--- config.mk ---
export PLATFORM = sky130hd
export DESIGN_NAME = kara_mult
export DESIGN_NICKNAME = d
export VERILOG_FILES = /design/src/rtl/kmul_pkg.sv /design/src/rtl/kmul_clmul.sv /design/src/rtl/kmul_ctrl.sv /design/src/rtl/kmul_dp.sv /design/src/rtl/kara_mult.sv
export SDC_FILE = /design/constraint.sdc
export NUM_CORES = 1
export LEC_CHECK = 0
export ABC_AREA = 0
export BUFFER_PORTS_ARGS = -buffer_cell sky130_fd_sc_hd__buf_2
export CAP_MARGIN = 15
export CORE_MARGIN = 2
export CORE_UTILIZATION = 38
export DETAILED_ROUTE_END_ITERATION = 10
export GPL_TIMING_DRIVEN = 0
export PLACE_DENSITY = 0.56
export SLEW_MARGIN = 20
export SYNTH_ARGS = -nofsm -noshare
export SYNTH_HDL_FRONTEND = slang
export SYNTH_SLANG_ARGS = --single-unit
--- constraint.sdc ---
create_clock -name clk -period 4 [get_ports clk]
set_clock_uncertainty 0.1 [all_clocks]
set_input_delay 0.8 -clock clk [delete_from_list [all_inputs] [get_ports clk]]
set_output_delay 0.8 -clock clk [all_outputs]
set_load 0.05 [all_outputs]
--- src/rtl/kmul_pkg.sv ---
package kmul_pkg;

  // Strobes from the sequencer to the datapath
  typedef struct packed {
    logic load;    // capture operands, clear accumulator
    logic selLo;   // low halves through the multiplier
    logic selHi;   // high halves through the multiplier
    logic selMid;  // half-sums through the multiplier
  } kmulCtrl_t;

  typedef enum logic [1:0] {
    ST_IDLE = 2'd0,
    ST_LO   = 2'd1,
    ST_HI   = 2'd2,
    ST_MID  = 2'd3
  } kmulState_t;

endpackage

--- src/rtl/kmul_clmul.sv ---
module kmul_clmul #(
  parameter int W = 8
) (
  input  logic [W-1:0]   x,
  input  logic [W-1:0]   y,
  output logic [2*W-2:0] z
);
  localparam int RW = 2 * W - 1;

  logic [RW-1:0] rows [W];

  // One shifted copy of x per set bit of y
  for (genvar g = 0; g < W; g++) begin : g_row
    assign rows[g] = y[g] ? (RW'(x) << g) : '0;
  end

  always_comb begin
    z = '0;
    for (int i = 0; i < W; i++) z = z ^ rows[i];
  end
endmodule

--- src/rtl/kmul_ctrl.sv ---
module kmul_ctrl
  import kmul_pkg::*;
(
  input  logic      clk,
  input  logic      rst,
  input  logic      start,
  output kmulCtrl_t strb,
  output logic      done
);
  kmulState_t state, stateNext;

  always_comb begin
    strb.load   = start && (state == ST_IDLE);
    strb.selLo  = (state == ST_LO);
    strb.selHi  = (state == ST_HI);
    strb.selMid = (state == ST_MID);
  end

  always_comb begin
    unique case (state)
      ST_IDLE: stateNext = start ? ST_LO : ST_IDLE;
      ST_LO:   stateNext = ST_HI;
      ST_HI:   stateNext = ST_MID;
      default: stateNext = ST_IDLE;
    endcase
  end

  always_ff @(posedge clk) begin
    if (rst) begin
      state <= ST_IDLE;
      done  <= 1'b0;
    end else begin
      state <= stateNext;
      done  <= (state == ST_MID);
    end
  end

  // one multiplier selection at a time, in the order lo, hi, mid
  p_sel_onehot_r2: assert property (@(posedge clk) disable iff (rst)
    $onehot0({strb.selLo, strb.selHi, strb.selMid}));
  p_lo_then_hi_r2: assert property (@(posedge clk) disable iff (rst)
    strb.selLo |=> strb.selHi);
  p_hi_then_mid_r2: assert property (@(posedge clk) disable iff (rst)
    strb.selHi |=> strb.selMid);

  // done follows an accepted start after a fixed latency
  p_done_latency_r3: assert property (@(posedge clk) disable iff (rst)
    strb.load |-> ##4 done);

  // done is a single-cycle pulse
  p_done_pulse_r4: assert property (@(posedge clk) disable iff (rst)
    done |=> !done);
endmodule

--- src/rtl/kmul_dp.sv ---
module kmul_dp
  import kmul_pkg::*;
#(
  parameter int N = 16
) (
  input  logic          clk,
  input  logic          rst,
  input  kmulCtrl_t     strb,
  input  logic [N-1:0]  opA,
  input  logic [N-1:0]  opB,
  output logic [2*N-2:0] acc
);
  localparam int HW  = N / 2;
  localparam int HPW = 2 * HW - 1;
  localparam int PW  = 2 * N - 1;

  logic [N-1:0]   opAReg, opBReg;
  logic [HW-1:0]  mulX, mulY;
  logic [HPW-1:0] part;
  logic [PW-1:0]  partExt, addend;

  wire [HW-1:0] aLo = opAReg[HW-1:0];
  wire [HW-1:0] aHi = opAReg[N-1:HW];
  wire [HW-1:0] bLo = opBReg[HW-1:0];
  wire [HW-1:0] bHi = opBReg[N-1:HW];

  always_comb begin
    if (strb.selLo) begin
      mulX = aLo;
      mulY = bLo;
    end else if (strb.selHi) begin
      mulX = aHi;
      mulY = bHi;
    end else begin
      mulX = aHi ^ aLo;
      mulY = bHi ^ bLo;
    end
  end

  kmul_clmul #(.W(HW)) u_half (
    .x(mulX),
    .y(mulY),
    .z(part)
  );

  // Place each partial product at its Karatsuba offsets in one XOR step
  always_comb begin
    partExt = PW'(part);
    addend  = '0;
    if (strb.selLo)  addend = partExt ^ (partExt << HW);
    if (strb.selHi)  addend = (partExt << N) ^ (partExt << HW);
    if (strb.selMid) addend = partExt << HW;
  end

  always_ff @(posedge clk) begin
    if (rst) begin
      opAReg <= '0;
      opBReg <= '0;
      acc    <= '0;
    end else if (strb.load) begin
      opAReg <= opA;
      opBReg <= opB;
      acc    <= '0;
    end else if (strb.selLo || strb.selHi || strb.selMid) begin
      acc <= acc ^ addend;
    end
  end

  // the result register only moves on load or a multiplier step
  p_hold_result_r7: assert property (@(posedge clk) disable iff (rst)
    !(strb.load || strb.selLo || strb.selHi || strb.selMid) |=> $stable(acc));

  // captured operands stay fixed while the multiplier is in use
  p_operands_held_r6: assert property (@(posedge clk) disable iff (rst)
    (strb.selLo || strb.selHi) |=> $stable(opAReg) && $stable(opBReg));
endmodule

--- src/rtl/kara_mult.sv ---
module kara_mult
  import kmul_pkg::*;
#(
  parameter int N = 16
) (
  input  logic           clk,
  input  logic           rst,
  input  logic           start,
  input  logic [N-1:0]   opA,
  input  logic [N-1:0]   opB,
  output logic [2*N-2:0] product,
  output logic           done
);
  if (N % 2 != 0) begin : g_width_check
    $error("kara_mult: N must be even");
  end

  kmulCtrl_t strb;

  kmul_ctrl u_ctrl (
    .clk  (clk),
    .rst  (rst),
    .start(start),
    .strb (strb),
    .done (done)
  );

  kmul_dp #(.N(N)) u_dp (
    .clk (clk),
    .rst (rst),
    .strb(strb),
    .opA (opA),
    .opB (opB),
    .acc (product)
  );
endmodule

Word-level counts from Yosys, hierarchy flattened:

Index checks and enable logic that the tools add are counted.

* register bits: 66
* input bits: 35
* output and inout bits: 32

* eq/ne operators: 3
* multiplexer cells: 17
* bitwise operators: 12
* reduce and logical (&&, ||, !) cells: 5

Operators with widths (number)
* $mux 31: 3
* $xor 15x15->15: 4
* $mux 8: 5
* $xor 31x23->31: 1
* $xor 31x31->31: 1
* $xor 15x23->23: 1
* $xor 8x8->8: 2
* $mux 15: 1
* $xor 15x10->15: 1
* $xor 15x11->15: 1
* $mux 14: 1
* $mux 13: 1
* $mux 12: 1
* $mux 11: 1
* $mux 10: 1
* $mux 9: 1
* $xor 8x9->9: 1
* $pmux 2 s3: 1
* $eq 2x2->1 const B: 2
* $eq 2x1->1 const B: 1
* $logic_not 2->1: 1
* $logic_or 1x1->1: 2
* $reduce_or 2->1: 1
* $logic_and 1x1->1: 1
* $mux 1: 1

Depth between registers and ports, before layout:

* depth in word-level cells: 16
* depth in mapped cells: 15
* depth with buffers taken out: 11

Cells and area by module:

From an unflattened synthesis, not the netlist that was laid out.

* cells, all modules: 503
* area, all modules: 3916.3 um^2

By module, submodules not included
* kmul_dp: instances 1, cells each 362, area each 3012.9 um^2
* kmul_clmul: instances 1, cells each 126, area each 748.2 um^2
* kmul_ctrl: instances 1, cells each 15, area each 155.1 um^2

Worst setup path after synthesis:

No wires, ideal clock.

* path kind: flip-flop to flip-flop
* start point: reg u_ctrl.state[0]
* end point: reg u_dp.acc[21]
* setup time: 0.127 ns
* arrival time: 2.690 ns
* data required time: 3.773 ns
* setup slack: 1.082 ns
* stages on the path, launching flop included: 13
* path through: dfxtp_1 inv_1 ha_1 buf_6 or3b_1 a21oi_1 o21ai_1 o211a_1 xnor2_1 xor2_1 mux2_4 nand3_1 or3b_1

* word-level cells in the longest chain between the ends: 15
* elaborated cells on any way between the ends: 33

Ends and longest elaborated chain
* from (decl): RTL line kmul_ctrl.sv:10 `kmulState_t state, stateNext;`
* from (signal assigned): RTL line kmul_ctrl.sv:33 `state <= stateNext;`
* $eq 2x2->1: RTL line kmul_ctrl.sv:15 `strb.selHi = (state == ST_HI);`
* $mux 8: RTL line kmul_dp.sv:31 `end else if (strb.selHi) begin`
* $mux 8: RTL line kmul_dp.sv:28 `if (strb.selLo) begin`
* $mux 8 / $mux 9 (equally long branches): RTL line kmul_clmul.sv:14 `assign rows[g] = y[g] ? (RW'(x) << g) : '0;`
* $xor 8x9->9: RTL line kmul_clmul.sv:19 `for (int i = 0; i < W; i++) z = z ^ rows[i];`
* $xor 15x10->15: RTL line kmul_clmul.sv:19
* $xor 15x11->15: RTL line kmul_clmul.sv:19
* $xor 15x15->15 (4 in series): RTL line kmul_clmul.sv:19
* $xor 31x23->31: RTL line kmul_dp.sv:51 `if (strb.selHi) addend = (partExt << N) ^ (partExt << HW);`
* $mux 31: RTL line kmul_dp.sv:51
* $mux 31: RTL line kmul_dp.sv:52 `if (strb.selMid) addend = partExt << HW;`
* $xor 31x31->31: RTL line kmul_dp.sv:65 `acc <= acc ^ addend;`
* to (signal assigned): RTL line kmul_dp.sv:65
* to (decl): RTL line kmul_dp.sv:11 `output logic [2*N-2:0] acc`

Parallel ways exist; a longest one is shown, timed or not.
A chain may end at the register's enable or synchronous reset.

Worst setup path in the final report:

* start point: reg u_ctrl.state[1]
* end point: reg u_dp.acc[22]

The elaborated chain is that of the path after synthesis.

==> results by group <==
Global routing
  • Largest net degree at the start of global routing: 12
  • GR Util met3: 7.381%
  • GR Layer Usage met2: 39.94%
  • Global-route wire length before repair: 34,180 um
  • Initial antenna violation count: 0
  • GRT Total Usage: 27.75%
  • Grt ovf: 0
  • Vias in the first global route: 5,878
  • Grt peak-use layer: met2
  • GR Util met1: 38.58%

Power and ir drop
  • Worst IR Drop VDD: 0.2738 mV
  • Int Pwr: 1.803 mW
  • Clk network pwr share: 26.0%
  • Static Leak: 2.467 nW
  • Reg power frac: 23.8%
  • Cell area power density: 496.4 nW/um^2
  • Comb pwr share: 50.2%
  • Switching Share: 44.86%
  • P_sw: 1.467 mW

Placement
  • Placed Instances: 1,039
  • Placed cell area: 6277 um^2
  • Port-buffer cells: 65
  • GP Congestion: 0.9805
  • Dpl hpwl: 16,190 um

Finish
  • # diodes: 0
  • Design area: 6589 um^2
  • Post-route insts no fill: 1,055
  • Layout cells sized above 1: 15.27%
  • Fillers: 1,568
  • Nets: 905
  • Layout area overhead: 15.15%

Synth
  • Most common cell in the netlist: nand2_1
  • Post-synth net total: 829
  • Leading area contributor after synthesis: dfxtp_1
  • Top_reg_cell synth: dfxtp_1
  • Mapped Area: 5722 um^2
  • Syn. warnings: 0
  • Ys async rst share: 0%
  • #FFs+latches synth: 66
  • Area contributors post-synth: dfxtp_1 23%, nand2_1 8.7%, a21oi_1 6.3%
  • Post-synth EDFFs: 0
  • Sequential share of the synthesized area: 23.09%
  • Syn Inst Count: 790
  • Top cells by count, synth: 133 x nand2_1, 72 x a21oi_1, 66 x dfxtp_1
  • Library cells used by synthesis: 68
  • Synth top area share: 23.09%
  • Mean post-synth cell area: 7.243 um^2

Routing
  • DRC violations left: 0
  • Routed Antenna Nets: 0
  • Pre-Repair DR Iteration Count: 6
  • Total wire length: 21,880 um
  • WL per Instance: 20.74 um
  • DR vias: 6,318
  • Number of DRC markers in iteration 0: 700
  • Via density: 5.989

Timing
  • Worst slew margin: 43.84%
  • Worst Tran Pin Value: 0.8424 ns
  • Fin crit share: 94.24%
  • Max Fclk: 265.3 MHz
  • Setup TNS: 0 ns
  • Final hold violation count: 0
  • Tmin final: 3.770 ns
  • Finish-stage setup viols: 0
  • RSZ-0062 raised after global routing: false
  • Max-slew violation count: 0

Clocking
  • Clk pin slew, worst setup/hold paths: 0.06 ns
  • Hold Buf Count CTS: 0
  • TritonCTS clock tree: yes
  • Root Buffer: clkbuf_16
  • Clk Latency, worst-skew pair: 0.35 ns
  • Clock sink total: 66
  • Clock Tree Buf Depth: 2
  • CTS buffer count: 9
  • H-tree Lvls: 3
  • Setup bufs post-CTS: 0
  • Post-CTS resize count: 0

Worst setup path
  • Critical Path RT: 4.12 ns
  • Setup crit start: u_ctrl.state[1]
  • Reg-to-Reg End: u_dp.acc[22]
  • Crit path to: u_dp.acc[22]
  • CP Class: reg2reg
  • Highest net fanout along the worst path: 10
  • Critical Path Sink Type: flop
  • R2r startpoint: u_ctrl.state[1]
  • Crit path arrival time: 3.89 ns
  • CP startpoint kind: flop
  • Worst Reg-to-Reg Cells: 15
  • R2R setup slack: 0.23 ns

Worst hold path
  • Hold Crit Class: reg2reg

Floorplanning
  • FP Rows: 44
  • Die Width: 126.7 um
  • Total die area: 16,050 um^2
  • Core Area: 14,640 um^2
  • Initial core utilization: 39.07%
  • # IOs: 67
  • Die height: 126.7 um

Status
  • Outcome: complete, no violations

Job
  • Max Cap Viol: 0
## per-layer routing
metal	part of all wire, %	vias up
met4	4.2	0
met3	10	74
li1	-	2954
met1	44	2888
met5	0	-
met2	41	402
## critical path: stages (launching register included)
cell and delay (ns):
dfxtp_1 0.34, inv_1 0.09, ha_1 0.13, buf_2 0.26, buf_6 0.21, buf_2 0.27, buf_2 0.32, nand2_1 0.09
o221ai_1 0.26, nand2_1 0.14, xnor2_1 0.17, xnor2_1 0.46, mux2i_1 0.15, nor3_1 0.37, xor2_1 0.20, nor2_1 0.06
## final cells by class
class / count / area [um^2] / share of cell area [%]
multi-input cells: 644 / 4028 / 61.13
flip-flops and latches: 66 / 1321 / 20.05
plain buffers: 73 / 346.6 / 5.260
repair buffers: 65 / 325.3 / 4.937
clock buffers: 11 / 232.7 / 3.532
well taps: 184 / 230.2 / 3.494
clock inverters: 5 / 78.83 / 1.196
inverters: 7 / 26.28 / 0.3988
## layout by cell type (no fill, tap or decap), types with 9 or more instances in the layout
cell type / synthesis / layout
nand2_1: 133 / 133
buf_2: 22 / 87
a21oi_1: 72 / 72
dfxtp_1: 66 / 66
nor2_1: 62 / 62
clkbuf_1: 39 / 41
xnor2_1: 34 / 34
a22oi_1: 34 / 34
o21bai_1: 31 / 31
o221ai_1: 30 / 30
xor2_1: 28 / 28
o21ai_0: 24 / 24
nand3_1: 23 / 23
nand2b_1: 22 / 22
nor2b_1: 21 / 21
nor3_1: 9 / 9
clkbuf_16: 0 / 9
## kinds of logic after synthesis
group	after synthesis	synth area share [%]
flops	66	23.09
xor+xnor	70	12.22
fa+ha+maj	4	0.8747
mux	9	1.662
buf+inv	80	6.517
simple gates	311	25.67
compound gates	250	29.96
## registers in the layout, summed over array words and instances (netlist names)
signal	count
u_ctrl.done	1
u_ctrl.state	2
u_dp.acc	31
u_dp.opAReg	16
u_dp.opBReg	16
## worst min path at each step
stage                              start             end  slack (ns)  cells after the start
final                       u_dp.acc[17]    u_dp.acc[17]        0.38                      2
after detailed placement    u_dp.acc[16]    u_dp.acc[16]        0.37                      2
after CTS                   u_dp.acc[17]    u_dp.acc[17]        0.38                      2
after global routing        u_dp.acc[17]    u_dp.acc[17]        0.40                      2
after floorplan           u_dp.opAReg[9]  u_dp.opAReg[9]        0.37                      2
after global placement      u_dp.acc[17]    u_dp.acc[17]        0.36                      2
## through the flow
| stage | setup slack [ns] | utilization, % | power [mW] | hold WS, ns |
|---|---|---|---|---|
| detailed placement | 0.3772 | 42.87 | 2.365 | 0.3672 |
| floorplan | 1.082 | - | 1.902 | 0.3660 |
| finish | 0.2304 | 44.99 | 3.271 | 0.3777 |
| global placement | 0.3347 | 42.87 | 2.375 | 0.3635 |
| global route | 0.08103 | 44.99 | 3.433 | 0.3979 |
| CTS | 0.3432 | 44.99 | 3.232 | 0.3820 |
## power by group through the flow
stage / registers, mW / logic, mW / clock network [mW]
floorplan: 0.804 / 1.10 / 0
global placement: 0.787 / 1.59 / 0
detailed placement: 0.787 / 1.58 / 0
CTS: 0.774 / 1.59 / 0.871
global route: 0.783 / 1.76 / 0.895
finish: 0.777 / 1.64 / 0.852
No activity file was read; power rests on OpenSTA's default activity.
